File: src/rtl/i2c_evt_pkg.sv
package i2c_evt_pkg;

    localparam int NUM_FLAGS = 3;

    typedef enum int {
        FLG_ESTOP = 0,
        FLG_NSTOP = 1,
        FLG_XFER  = 2
    } flag_id_e;

    typedef struct packed {
        logic stop_pulse;
        logic in_frame;
        logic buf_empty;
        logic buf_full;
    } bus_evt_t;

    typedef struct packed {
        logic slave;
        logic i2c_fmt;
        logic addr_ext;
    } mode_t;

    function automatic int flag_bit(input int reg_w, input int idx);
        return reg_w - 1 - idx;
    endfunction

endpackage

File: src/rtl/i2c_evt_setgen.sv
module i2c_evt_setgen
    import i2c_evt_pkg::*;
(
    input  bus_evt_t               evt,
    input  mode_t                  mode,
    output logic [NUM_FLAGS-1:0]   set_o
);
    logic stop_ok;
    logic buf_evt;

    always_comb begin
        stop_ok = mode.slave & mode.i2c_fmt & evt.stop_pulse;
        buf_evt = evt.buf_empty | evt.buf_full;
        set_o = '0;
        set_o[FLG_ESTOP] = stop_ok & evt.in_frame;
        set_o[FLG_NSTOP] = stop_ok & ~evt.in_frame;
        set_o[FLG_XFER]  = mode.i2c_fmt & buf_evt & (~mode.slave | mode.addr_ext);
    end
endmodule

File: src/rtl/i2c_evt_flagbit.sv
module i2c_evt_flagbit (
    input  logic clk,
    input  logic rst,
    input  logic set_i,
    input  logic rd_i,
    input  logic wr_i,
    input  logic wbit_i,
    input  logic hw_clr_i,
    output logic flag_o
);
    logic flag_q, arm_q;
    logic sw_clr;
    logic flag_d, arm_d;

    always_comb begin
        sw_clr = wr_i & ~wbit_i & arm_q;
        if (set_i)
            flag_d = 1'b1;
        else if (sw_clr | hw_clr_i)
            flag_d = 1'b0;
        else
            flag_d = flag_q;
        if (wr_i)
            arm_d = 1'b0;
        else if (rd_i & flag_q)
            arm_d = 1'b1;
        else
            arm_d = arm_q;
        arm_d = arm_d & flag_d;
    end

    always_ff @(posedge clk) begin
        if (rst) begin
            flag_q <= 1'b0;
            arm_q  <= 1'b0;
        end else begin
            flag_q <= flag_d;
            arm_q  <= arm_d;
        end
    end

    assign flag_o = flag_q;

    AST_SET_WINS: assert property (@(posedge clk) disable iff (rst)
        set_i |=> flag_q);
    AST_NO_CLR_UNARMED: assert property (@(posedge clk) disable iff (rst)
        (flag_q && wr_i && !arm_q && !hw_clr_i) |=> flag_q);
    AST_ARMED_CLR: assert property (@(posedge clk) disable iff (rst)
        (wr_i && !wbit_i && arm_q && !set_i) |=> !flag_q);
endmodule

File: src/rtl/i2c_evt_status.sv
module i2c_evt_status
    import i2c_evt_pkg::*;
#(
    parameter int REG_W = 8
) (
    input  logic             clk,
    input  logic             rst,
    input  logic             cpu_rd,
    input  logic             cpu_wr,
    input  logic [REG_W-1:0] cpu_wdata,
    output logic [REG_W-1:0] cpu_rdata,
    input  logic             slave_mode,
    input  logic             i2c_fmt,
    input  logic             in_frame,
    input  logic             stop_seen,
    input  logic             buf_empty,
    input  logic             buf_full,
    input  logic             addr_match_ext,
    input  logic             mod_en,
    input  logic             ext_en,
    input  logic             irq_clr,
    output logic             irq_flag
);
    localparam int LOW_W = REG_W - NUM_FLAGS;

    bus_evt_t               evt;
    mode_t                  mode;
    logic [NUM_FLAGS-1:0]   set_vec;
    logic [NUM_FLAGS-1:0]   flags;
    logic                   irq_q;
    logic                   unused_wbits;

    assign evt  = '{stop_pulse: stop_seen, in_frame: in_frame,
                    buf_empty: buf_empty, buf_full: buf_full};
    assign mode = '{slave: slave_mode, i2c_fmt: i2c_fmt, addr_ext: addr_match_ext};
    assign unused_wbits = ^cpu_wdata[LOW_W-1:0];

    i2c_evt_setgen u_setgen (
        .evt   (evt),
        .mode  (mode),
        .set_o (set_vec)
    );

    for (genvar i = 0; i < NUM_FLAGS; i++) begin : g_flag
        logic hw_clr;
        if (i == int'(FLG_XFER)) begin : g_gated
            assign hw_clr = irq_clr & (mod_en | ext_en);
        end else begin : g_plain
            assign hw_clr = irq_clr;
        end
        i2c_evt_flagbit u_bit (
            .clk      (clk),
            .rst      (rst),
            .set_i    (set_vec[i]),
            .rd_i     (cpu_rd),
            .wr_i     (cpu_wr),
            .wbit_i   (cpu_wdata[flag_bit(REG_W, i)]),
            .hw_clr_i (hw_clr),
            .flag_o   (flags[i])
        );
    end

    always_ff @(posedge clk) begin
        if (rst)
            irq_q <= 1'b0;
        else if (set_vec[FLG_XFER])
            irq_q <= 1'b1;
        else if (irq_clr)
            irq_q <= 1'b0;
    end

    always_comb begin
        cpu_rdata = '0;
        for (int i = 0; i < NUM_FLAGS; i++)
            cpu_rdata[flag_bit(REG_W, i)] = flags[i];
    end

    assign irq_flag = irq_q;

    AST_IRQ_WITH_XFER: assert property (@(posedge clk) disable iff (rst)
        set_vec[FLG_XFER] |=> (irq_q && flags[FLG_XFER]));
    AST_IRQ_OWN_CLR: assert property (@(posedge clk) disable iff (rst)
        (irq_q && !irq_clr) |=> irq_q);
    AST_STOP_MODE_GATE: assert property (@(posedge clk) disable iff (rst)
        (stop_seen && !(slave_mode && i2c_fmt) && !flags[FLG_ESTOP]) |=> !flags[FLG_ESTOP]);
    AST_SLAVE_NEEDS_MATCH: assert property (@(posedge clk) disable iff (rst)
        (i2c_fmt && slave_mode && !addr_match_ext && !flags[FLG_XFER] && (buf_empty || buf_full))
        |=> !flags[FLG_XFER]);
    AST_XFER_CLR_GATED: assert property (@(posedge clk) disable iff (rst)
        (irq_clr && !mod_en && !ext_en && flags[FLG_XFER]) |=> flags[FLG_XFER]);
endmodule

File: config.mk
export PLATFORM = sky130hd
export DESIGN_NAME = i2c_evt_status
export DESIGN_NICKNAME = d
export VERILOG_FILES = /design/src/rtl/i2c_evt_pkg.sv /design/src/rtl/i2c_evt_setgen.sv /design/src/rtl/i2c_evt_flagbit.sv /design/src/rtl/i2c_evt_status.sv
export SDC_FILE = /design/constraint.sdc
export NUM_CORES = 1
export LEC_CHECK = 0
export ABC_AREA = 1
export BUFFER_PORTS_ARGS = -buffer_cell sky130_fd_sc_hd__buf_2
export CORE_AREA = 4 4 41 43
export CTS_CLUSTER_DIAMETER = 150
export DETAILED_ROUTE_END_ITERATION = 7
export DIE_AREA = 0 0 45 47
export GPL_TIMING_DRIVEN = 1
export SYNTH_ARGS = -nofsm -noshare
export SYNTH_HDL_FRONTEND = slang
export SYNTH_SLANG_ARGS = --single-unit
File: constraint.sdc
create_clock -name clk -period 0.83 [get_ports clk]
set_input_delay 0 -clock clk [delete_from_list [all_inputs] [get_ports clk]]
set_output_delay 0 -clock clk [all_outputs]
set_load 0.01 [all_outputs]
# [Word-level counts from Yosys, hierarchy flattened]
# Cells that the tools add are included.
[totals] regBits=7 input_bits=22 out_inout_bits=9 word_cells=52
[op_classes] muxes=14 bitwise=30 n_reduce_logical=1
[ops] cell="1-bit AND" count=19
[ops] cell="1-bit 2-to-1 mux" count=14
[ops] cell="1-bit OR" count=6
[ops] cell="1-bit NOT" count=5
[ops] cell="2-bit nonzero test" count=1

# [Longest topological paths before layout]
# Gate-level depths: netlist (run 1).
[logic_depth] depth_word=7 ltp_mapped=6 depth_no_buf=6

# [Cells and area by module]
# From an unflattened synthesis (run 1), not the netlist that was laid out.
[hier_totals] cells_unflattened=64 area_unflattened_um2=407.9
[by_module_without_submodules] mod="i2c_evt_flagbit" n_inst=3 cells_per_inst=14 area_each_um2=93.8 seq_area_each_um2=40.0
[by_module_without_submodules] mod="i2c_evt_status" n_inst=1 cells_per_inst=13 area_each_um2=91.3 seq_area_each_um2=20.0
[by_module_without_submodules] mod="i2c_evt_setgen" n_inst=1 cells_per_inst=9 area_each_um2=35.0 seq_area_each_um2=0.0

# [Worst setup path before layout (run 1)]
# Ideal clock, no wire load.
[synth_timing] path_kind="register -> register" from="reg g_flag[2].u_bit.arm_q" to="reg g_flag[2].u_bit.arm_q" setup_ns=0.109 arrival_ns=0.582 t_required_ns=0.721 slack_ns=0.139 path_stages_with_launch=6 path_buffers=0 period_less_slack_ns=0.691 cell_sequence="dfxtp_1 nand3_1 nand3_2 nand2_1 nand2_1 nor2_1"
[synth_between] elab_chain_len=5 elab_cells_between_ends=7 cone_classes="mux: 4; bitwise: 3"
[synth_lines] element="from (decl)" line_no="i2c_evt_flagbit.sv:11" text="logic flag_q, arm_q;"
[synth_lines] element="from (signal assigned)" line_no="i2c_evt_flagbit.sv:38" text="arm_q <= arm_d;"
[synth_lines] element="1-bit AND" line_no="i2c_evt_flagbit.sv:16" text="sw_clr = wr_i & ~wbit_i & arm_q;"
[synth_lines] element="1-bit OR" line_no="i2c_evt_flagbit.sv:19" text="else if (sw_clr | hw_clr_i)"
[synth_lines] element="1-bit 2-to-1 mux" line_no="i2c_evt_flagbit.sv:19"
[synth_lines] element="1-bit 2-to-1 mux" line_no="i2c_evt_flagbit.sv:17" text="if (set_i)"
[synth_lines] element="1-bit AND *" line_no="i2c_evt_flagbit.sv:29" text="arm_d = arm_d & flag_d;"
# Every way passes the cells marked *; elsewhere a longest branch is shown, timed or not.
# A chain may end at the register's enable or synchronous reset.

# [Worst setup path in the final report (run 1)]
[layout_timing] from="reg g_flag[0].u_bit.flag_q" to="out cpu_rdata[7]"
[layout_rtl] element="from (decl)" line_no="i2c_evt_flagbit.sv:11"
[layout_rtl] element="from (signal assigned)" line_no="i2c_evt_flagbit.sv:37" text="flag_q <= flag_d;"
[layout_rtl] element="to (decl)" line_no="i2c_evt_status.sv:11" text="output logic [REG_W-1:0] cpu_rdata,"
# No word-level cell between the ends.

==> flow_summary.yaml, run 1 <==
timing:
  clock_skew_ns: 0.000895
  max_clock_freq_mhz: 1290
  final.period_utilization_pct: 93.2
  rsz0062_at_grt: "no"
  finalCriticalPeriod_ns: 0.774
  setup_viol: 0
  holdWs_ns: 0.0379
  fin_tns_setup_ns: 0
  final_hold_viol_count: 0
  final-max-slew-violation-count: 0
worst_setup_path:
  critPathKind: "flop to output pin"
  critical_path_arrival_ns: 0.77
  crit_path_from: "g_flag[0].u_bit.flag_o$_SDFF_PP0_"
  worstSetupEndpointType: "output pin"
  worst_setup_path_start_kind: "flop"
  slowest_stage: "dfxtp_1"
  regToRegEndpoint: "g_flag[0].u_bit.arm_q$_SDFF_PP0_"
  crit_path_max_fanout: 3
  r2r_slack_ns: 0.08
  crit_path_cell_trace: "buf_2"
  reg_to_reg_startpoint: "g_flag[0].u_bit.flag_o$_SDFF_PP0_"
  ff2ff_path_depth: 4
  path_depth: 1
  cpPeakStageDelay_ns: 0.37
  required_ns: 0.83
  path_delay_family: "flip-flops"
  critPathBufInv: 1
grt:
  grt_pass1_vias: 307
  grt_use_total_pct: 8.87
  wire_length_of_the_first_global_routing_pass_mm: 1.27
  antenna_found_initial: 0
  maximum_number_of_pins_on_one_net_before_global_route_repair: 8
  grt_remaining_overflow: 0
logic_synthesis:
  avgSynthCellArea_um2: 7.39
  cells_after_synthesis: 52
  synth-seq-cells: 7
  unique_cell_type_count_in_the_yosys_netlist: 13
  synth-seq-area-share_pct: 36.5
  synthesis.yosys.warnings: 0
  netlist_area_um2: 384
final_layout:
  num_antenna_cells: 0
  final_cell_area_um2: 499
  net_total_in_the_final_layout: 96
  drive_gt1_share_pct: 37.0
  final_core_utilization_pct: 38.4
  area_growth_pct: 30.0
  filler_cell_count: 158
clock_network:
  clk_root_buffer_cell: "clkbuf_4"
  cts_buffer_depth: 2
  cts_setup_buffers: 0
  tritoncts_clock_tree: "done"
  clk-insertion-delay-late_ns: 0.25
  cts-buffers-inserted: 3
  h_tree_level_count: 1
  clock_sink_count: 7
  clk_transition_reported_paths_ns: 0.05
die:
  ioPinCount: 31
  std_cell_rows: 13
  design.core.area_mm2: 0.00130
  initial_core_util_pct: 29.5
  die_width_um: 45
  dieArea_mm2: 0.00212
  fp.dieH_um: 47
worst_hold_path:
  worst_hold_path.num_cells: 4
  hold_path_class: "input port to flop"
  hold_end: "g_flag[2].u_bit.flag_o$_SDFF_PP0_"
  hold_path.startpoint: "mod_en"
detailed_routing:
  post-route-drc-count: 0
  via_per_inst: 4.33
  final_antenna_net_count: 0
  initialDrtViolationCount: 6
  detailedRoute.firstPassIterationCount: 4
  finalWirelength_um: 840
  route.detailed.wl_per_inst_um: 9.55
  num_vias: 381
flow_run:
  maxCapViolCount: 0
outcome:
  run_status: "complete, no violations"
placed_design:
  placed_area_um2: 458
  routabilityCongestion: 0.663
  placement.io_buffers: 20
  dpl.hpwl_um: 680
power:
  p_per_area_mw_per_mm2: 1560
  ir_drop_mv: 0.595
  p_leak_nw: 0.255
power breakdown:
group / internal (W) / leakage (nW) / switching (W)
Combinational: 0.0000533 / 0.183 / 0.0000620
Sequential: 0.000346 / 0.0569 / 0.00000641
Clock: 0.000183 / 0.0150 / 0.000126
Total: 0.000583 / 0.255 / 0.000194
per-layer routing:
layer,global-route usage [%],up-vias,share of wire (%),routed length [um]
li1,-,198,-,-
met1,10.3,157,44,367
met2,11.9,21,40,334
met3,3.83,5,13,109
met4,8.77,0,3.5,29
met5,0,-,0,0
worst max-delay path by stage:
stage	end
floorplan	g_flag[2].u_bit.arm_q$_SDFF_PP0_
global placement	g_flag[0].u_bit.arm_q$_SDFF_PP0_
detailed placement	g_flag[0].u_bit.arm_q$_SDFF_PP0_
CTS	g_flag[0].u_bit.arm_q$_SDFF_PP0_
global route	g_flag[1].u_bit.arm_q$_SDFF_PP0_
finish	cpu_rdata[7]
layout make-up:
cell class | instances | area, um^2 | area share [%]
Multi-Input combinational cell | 37 | 189 | 37.8
Sequential cell | 7 | 140 | 28.1
Timing Repair Buffer | 21 | 110 | 22.1
Clock buffer | 4 | 26.3 | 5.26
Tap cell | 15 | 18.8 | 3.76
Inverter | 4 | 15.0 | 3.01
cells by family (layout without fill, tap and decap cells):
kind of cell | count (synthesis) | after routing | synth area share [%]
flops | 7 | 7 | 36.5
simple gates | 24 | 24 | 31.6
compound gates | 8 | 8 | 11.4
other cells | 1 | 5 | 0.976
buf+inv | 12 | 29 | 19.5
per-stage QoR:
step / setup slack, ns / std cells / power (W)
final: 0.0561 / 88 / 0.000777
after global routing: 0.00615 / 88 / 0.000831
after CTS: 0.0572 / 88 / 0.000783
after detailed placement: 0.0872 / 83 / 0.000470
after global placement: 0.0985 / 83 / 0.000469
after floorplan: 0.139 / 56 / 0.000431
registers in the layout, indices dropped and copies added, names as in the netlist:
register and flops:
g_flag.u_bit.arm_q 3, g_flag.u_bit.flag_o 3, irq_flag 1
Yosys cell counts, drive strengths merged:
| master | number | area (um^2) |
|---|---|---|
| nand2 | 8 | 30.0 |
| nand3b | 2 | 15.0 |
| conb | 1 | 3.75 |
| a21oi | 7 | 35.0 |
| buf | 8 | 60.1 |
| inv | 4 | 15.0 |
| dfxtp | 7 | 140 |
| nand3 | 5 | 35.0 |
| or2 | 1 | 6.26 |
| nand4 | 2 | 12.5 |
| o21ai | 1 | 8.76 |
| nor2 | 6 | 22.5 |
what timing repair did:
| action | CTS | global route |
|---|---|---|
| gates resized for setup | 0 | 1 |
| endpoints found under the hold margin | 3 | 0 |
| hold buffers | 1 | 0 |
| setup endpoints to repair | 0 | 1 |
cell usage in the layout (no fill, tap or decap), drive strengths merged:
| cell type | Yosys | routed |
|---|---|---|
| dfxtp | 7 | 7 |
| a21oi | 7 | 7 |
| or2 | 1 | 1 |
| nand3b | 2 | 2 |
| nor2 | 6 | 6 |
| conb | 1 | 5 |
| nand2 | 8 | 8 |
| buf | 8 | 20 |
| o21ai | 1 | 1 |
| nand4 | 2 | 2 |
| dlygate4sd3 | 0 | 1 |
| inv | 4 | 4 |
| clkbuf | 0 | 4 |
| nand3 | 5 | 5 |
No activity file was read; power rests on OpenSTA's default activity.
==> inputs of run 2 (changes only) <==
- PLACE_DENSITY_LB_ADDON: unset -> 0.2
==> flow_summary.yaml, run 2 (same netlist as run 1, synthesis figures left out) <==
outcome:
  run_status: "complete, no violations"
worst_setup_path:
  ff2ff_path_depth: 5
  worst_setup_path_start_kind: "flop"
  crit_path_max_fanout: 3
  r2r_slack_ns: 0.09
  regToRegEndpoint: "g_flag[0].u_bit.arm_q$_SDFF_PP0_"
  critPathKind: "flop to output pin"
  critical_path_arrival_ns: 0.75
  reg_to_reg_startpoint: "g_flag[0].u_bit.arm_q$_SDFF_PP0_"
  slowest_stage: "dfxtp_1"
  path_depth: 1
  crit_path_cell_trace: "buf_2"
  cpPeakStageDelay_ns: 0.36
  path_delay_family: "flip-flops"
  required_ns: 0.83
  critPathBufInv: 1
  endpoint: "cpu_rdata[5]"
  worstSetupEndpointType: "output pin"
  crit_path_from: "g_flag[2].u_bit.flag_o$_SDFF_PP0_"
timing:
  rsz0062_at_grt: "yes"
  final.period_utilization_pct: 89.9
  clock_skew_ns: 0.00193
  finalCriticalPeriod_ns: 0.746
  final_hold_viol_count: 0
  setup_viol: 0
  final.setup.worst_slack_ns: 0.0837
  fin_tns_setup_ns: 0
  final-max-slew-violation-count: 0
  max_clock_freq_mhz: 1340
die:
  initial_core_util_pct: 29.5
  dieArea_mm2: 0.00212
  std_cell_rows: 13
  die_width_um: 45
  design.core.area_mm2: 0.00130
  fp.dieH_um: 47
  ioPinCount: 31
clock_network:
  clock_sink_count: 7
  cts-buffers-inserted: 3
  tritoncts_clock_tree: "done"
  cts_setup_buffers: 0
  h_tree_level_count: 1
  clk-insertion-delay-late_ns: 0.24
  cts_buffer_depth: 2
  clk_transition_reported_paths_ns: 0.05
  clk_root_buffer_cell: "clkbuf_4"
grt:
  maximum_number_of_pins_on_one_net_before_global_route_repair: 8
  antenna_found_initial: 0
  grt_use_total_pct: 8.86
  grt_pass1_vias: 352
  grt_remaining_overflow: 0
  wire_length_of_the_first_global_routing_pass_mm: 1.34
final_layout:
  drive_gt1_share_pct: 41.1
  most-common-layout-cells: "buf_2 (20), nand2_1 (8), a21oi_1 (7)"
  num_antenna_cells: 0
  area_growth_pct: 31.9
  net_total_in_the_final_layout: 96
  final_cells: 88
  layout_commonest_cell: "buf_2"
  final_core_utilization_pct: 38.9
placed_design:
  placement.io_buffers: 20
  routabilityCongestion: 0.640
  dpl.hpwl_um: 688
  dp_cells: 83
  placement.setup.worst_slack_ns: 0.0955
flow_run:
  maxCapViolCount: 0
detailed_routing:
  via_per_inst: 4.22
  finalWirelength_um: 804
  post-route-drc-count: 0
  route.detailed.wl_per_inst_um: 9.14
  num_vias: 371
  initialDrtViolationCount: 1
  final_antenna_net_count: 0
  detailedRoute.firstPassIterationCount: 2
power:
  p_leak_nw: 0.256
  ir_drop_mv: 0.450
  p_per_area_mw_per_mm2: 1510
worst_hold_path:
  hold_path_class: "input port to flop"
[run 2: final cells by class]
class                   count  area (um^2)
repair buffers             21          110
clock buffers               4         26.3
flip-flops and latches      7          143
inverters                   4         15.0
well taps                  15         18.8
fillers                   162          795
multi-input cells          37          194
[run 2: how the worst min path moves through the flow]
stage,start,end,slack (ns),cells after the start
after floorplan,rst,g_flag[0].u_bit.flag_o$_SDFF_PP0_,0.07,1
after CTS,mod_en,g_flag[2].u_bit.flag_o$_SDFF_PP0_,0.04,4
final,mod_en,g_flag[2].u_bit.flag_o$_SDFF_PP0_,0.05,4
after detailed placement,rst,g_flag[0].u_bit.arm_q$_SDFF_PP0_,0.26,2
after global routing,mod_en,g_flag[2].u_bit.flag_o$_SDFF_PP0_,0.05,4
after global placement,rst,g_flag[0].u_bit.flag_o$_SDFF_PP0_,0.26,2
[run 2: report_power, final]
part / internal, W / switching [W]
sequential: 0.000347 / 0.00000647
combinational: 0.0000534 / 0.0000623
clock: 0.000183 / 0.000114
[run 2: repair_timing]
| action | CTS | global route |
|---|---|---|
| hold buffers | 1 | 0 |
| endpoints found under the hold margin | 3 | 0 |
| setup endpoints to repair | 0 | 2 |
| resized for setup | 0 | 4 |
[run 2: layer usage]
metal / GRT usage [%] / part of all wire [%]
met5: 0 / 0
met4: 7.02 / 0
met3: 2.68 / 11
met2: 13.8 / 47
met1: 10.0 / 42
[run 2: worst reg2reg max path, delay by kind of cell, from the launching register on]
family / cells / cell delay (ns)
flip-flops: 1 / 0.32
AND/OR/NAND/NOR: 5 / 0.31
[run 2: through the flow]
step,total power [W],cell area [um^2],hold slack [ns]
global route,0.000810,507,0.0517
finish,0.000765,507,0.0457
detailed placement,0.000471,458,0.263
global placement,0.000470,458,0.262
CTS,0.000782,494,0.0383
floorplan,0.000431,399,0.0691
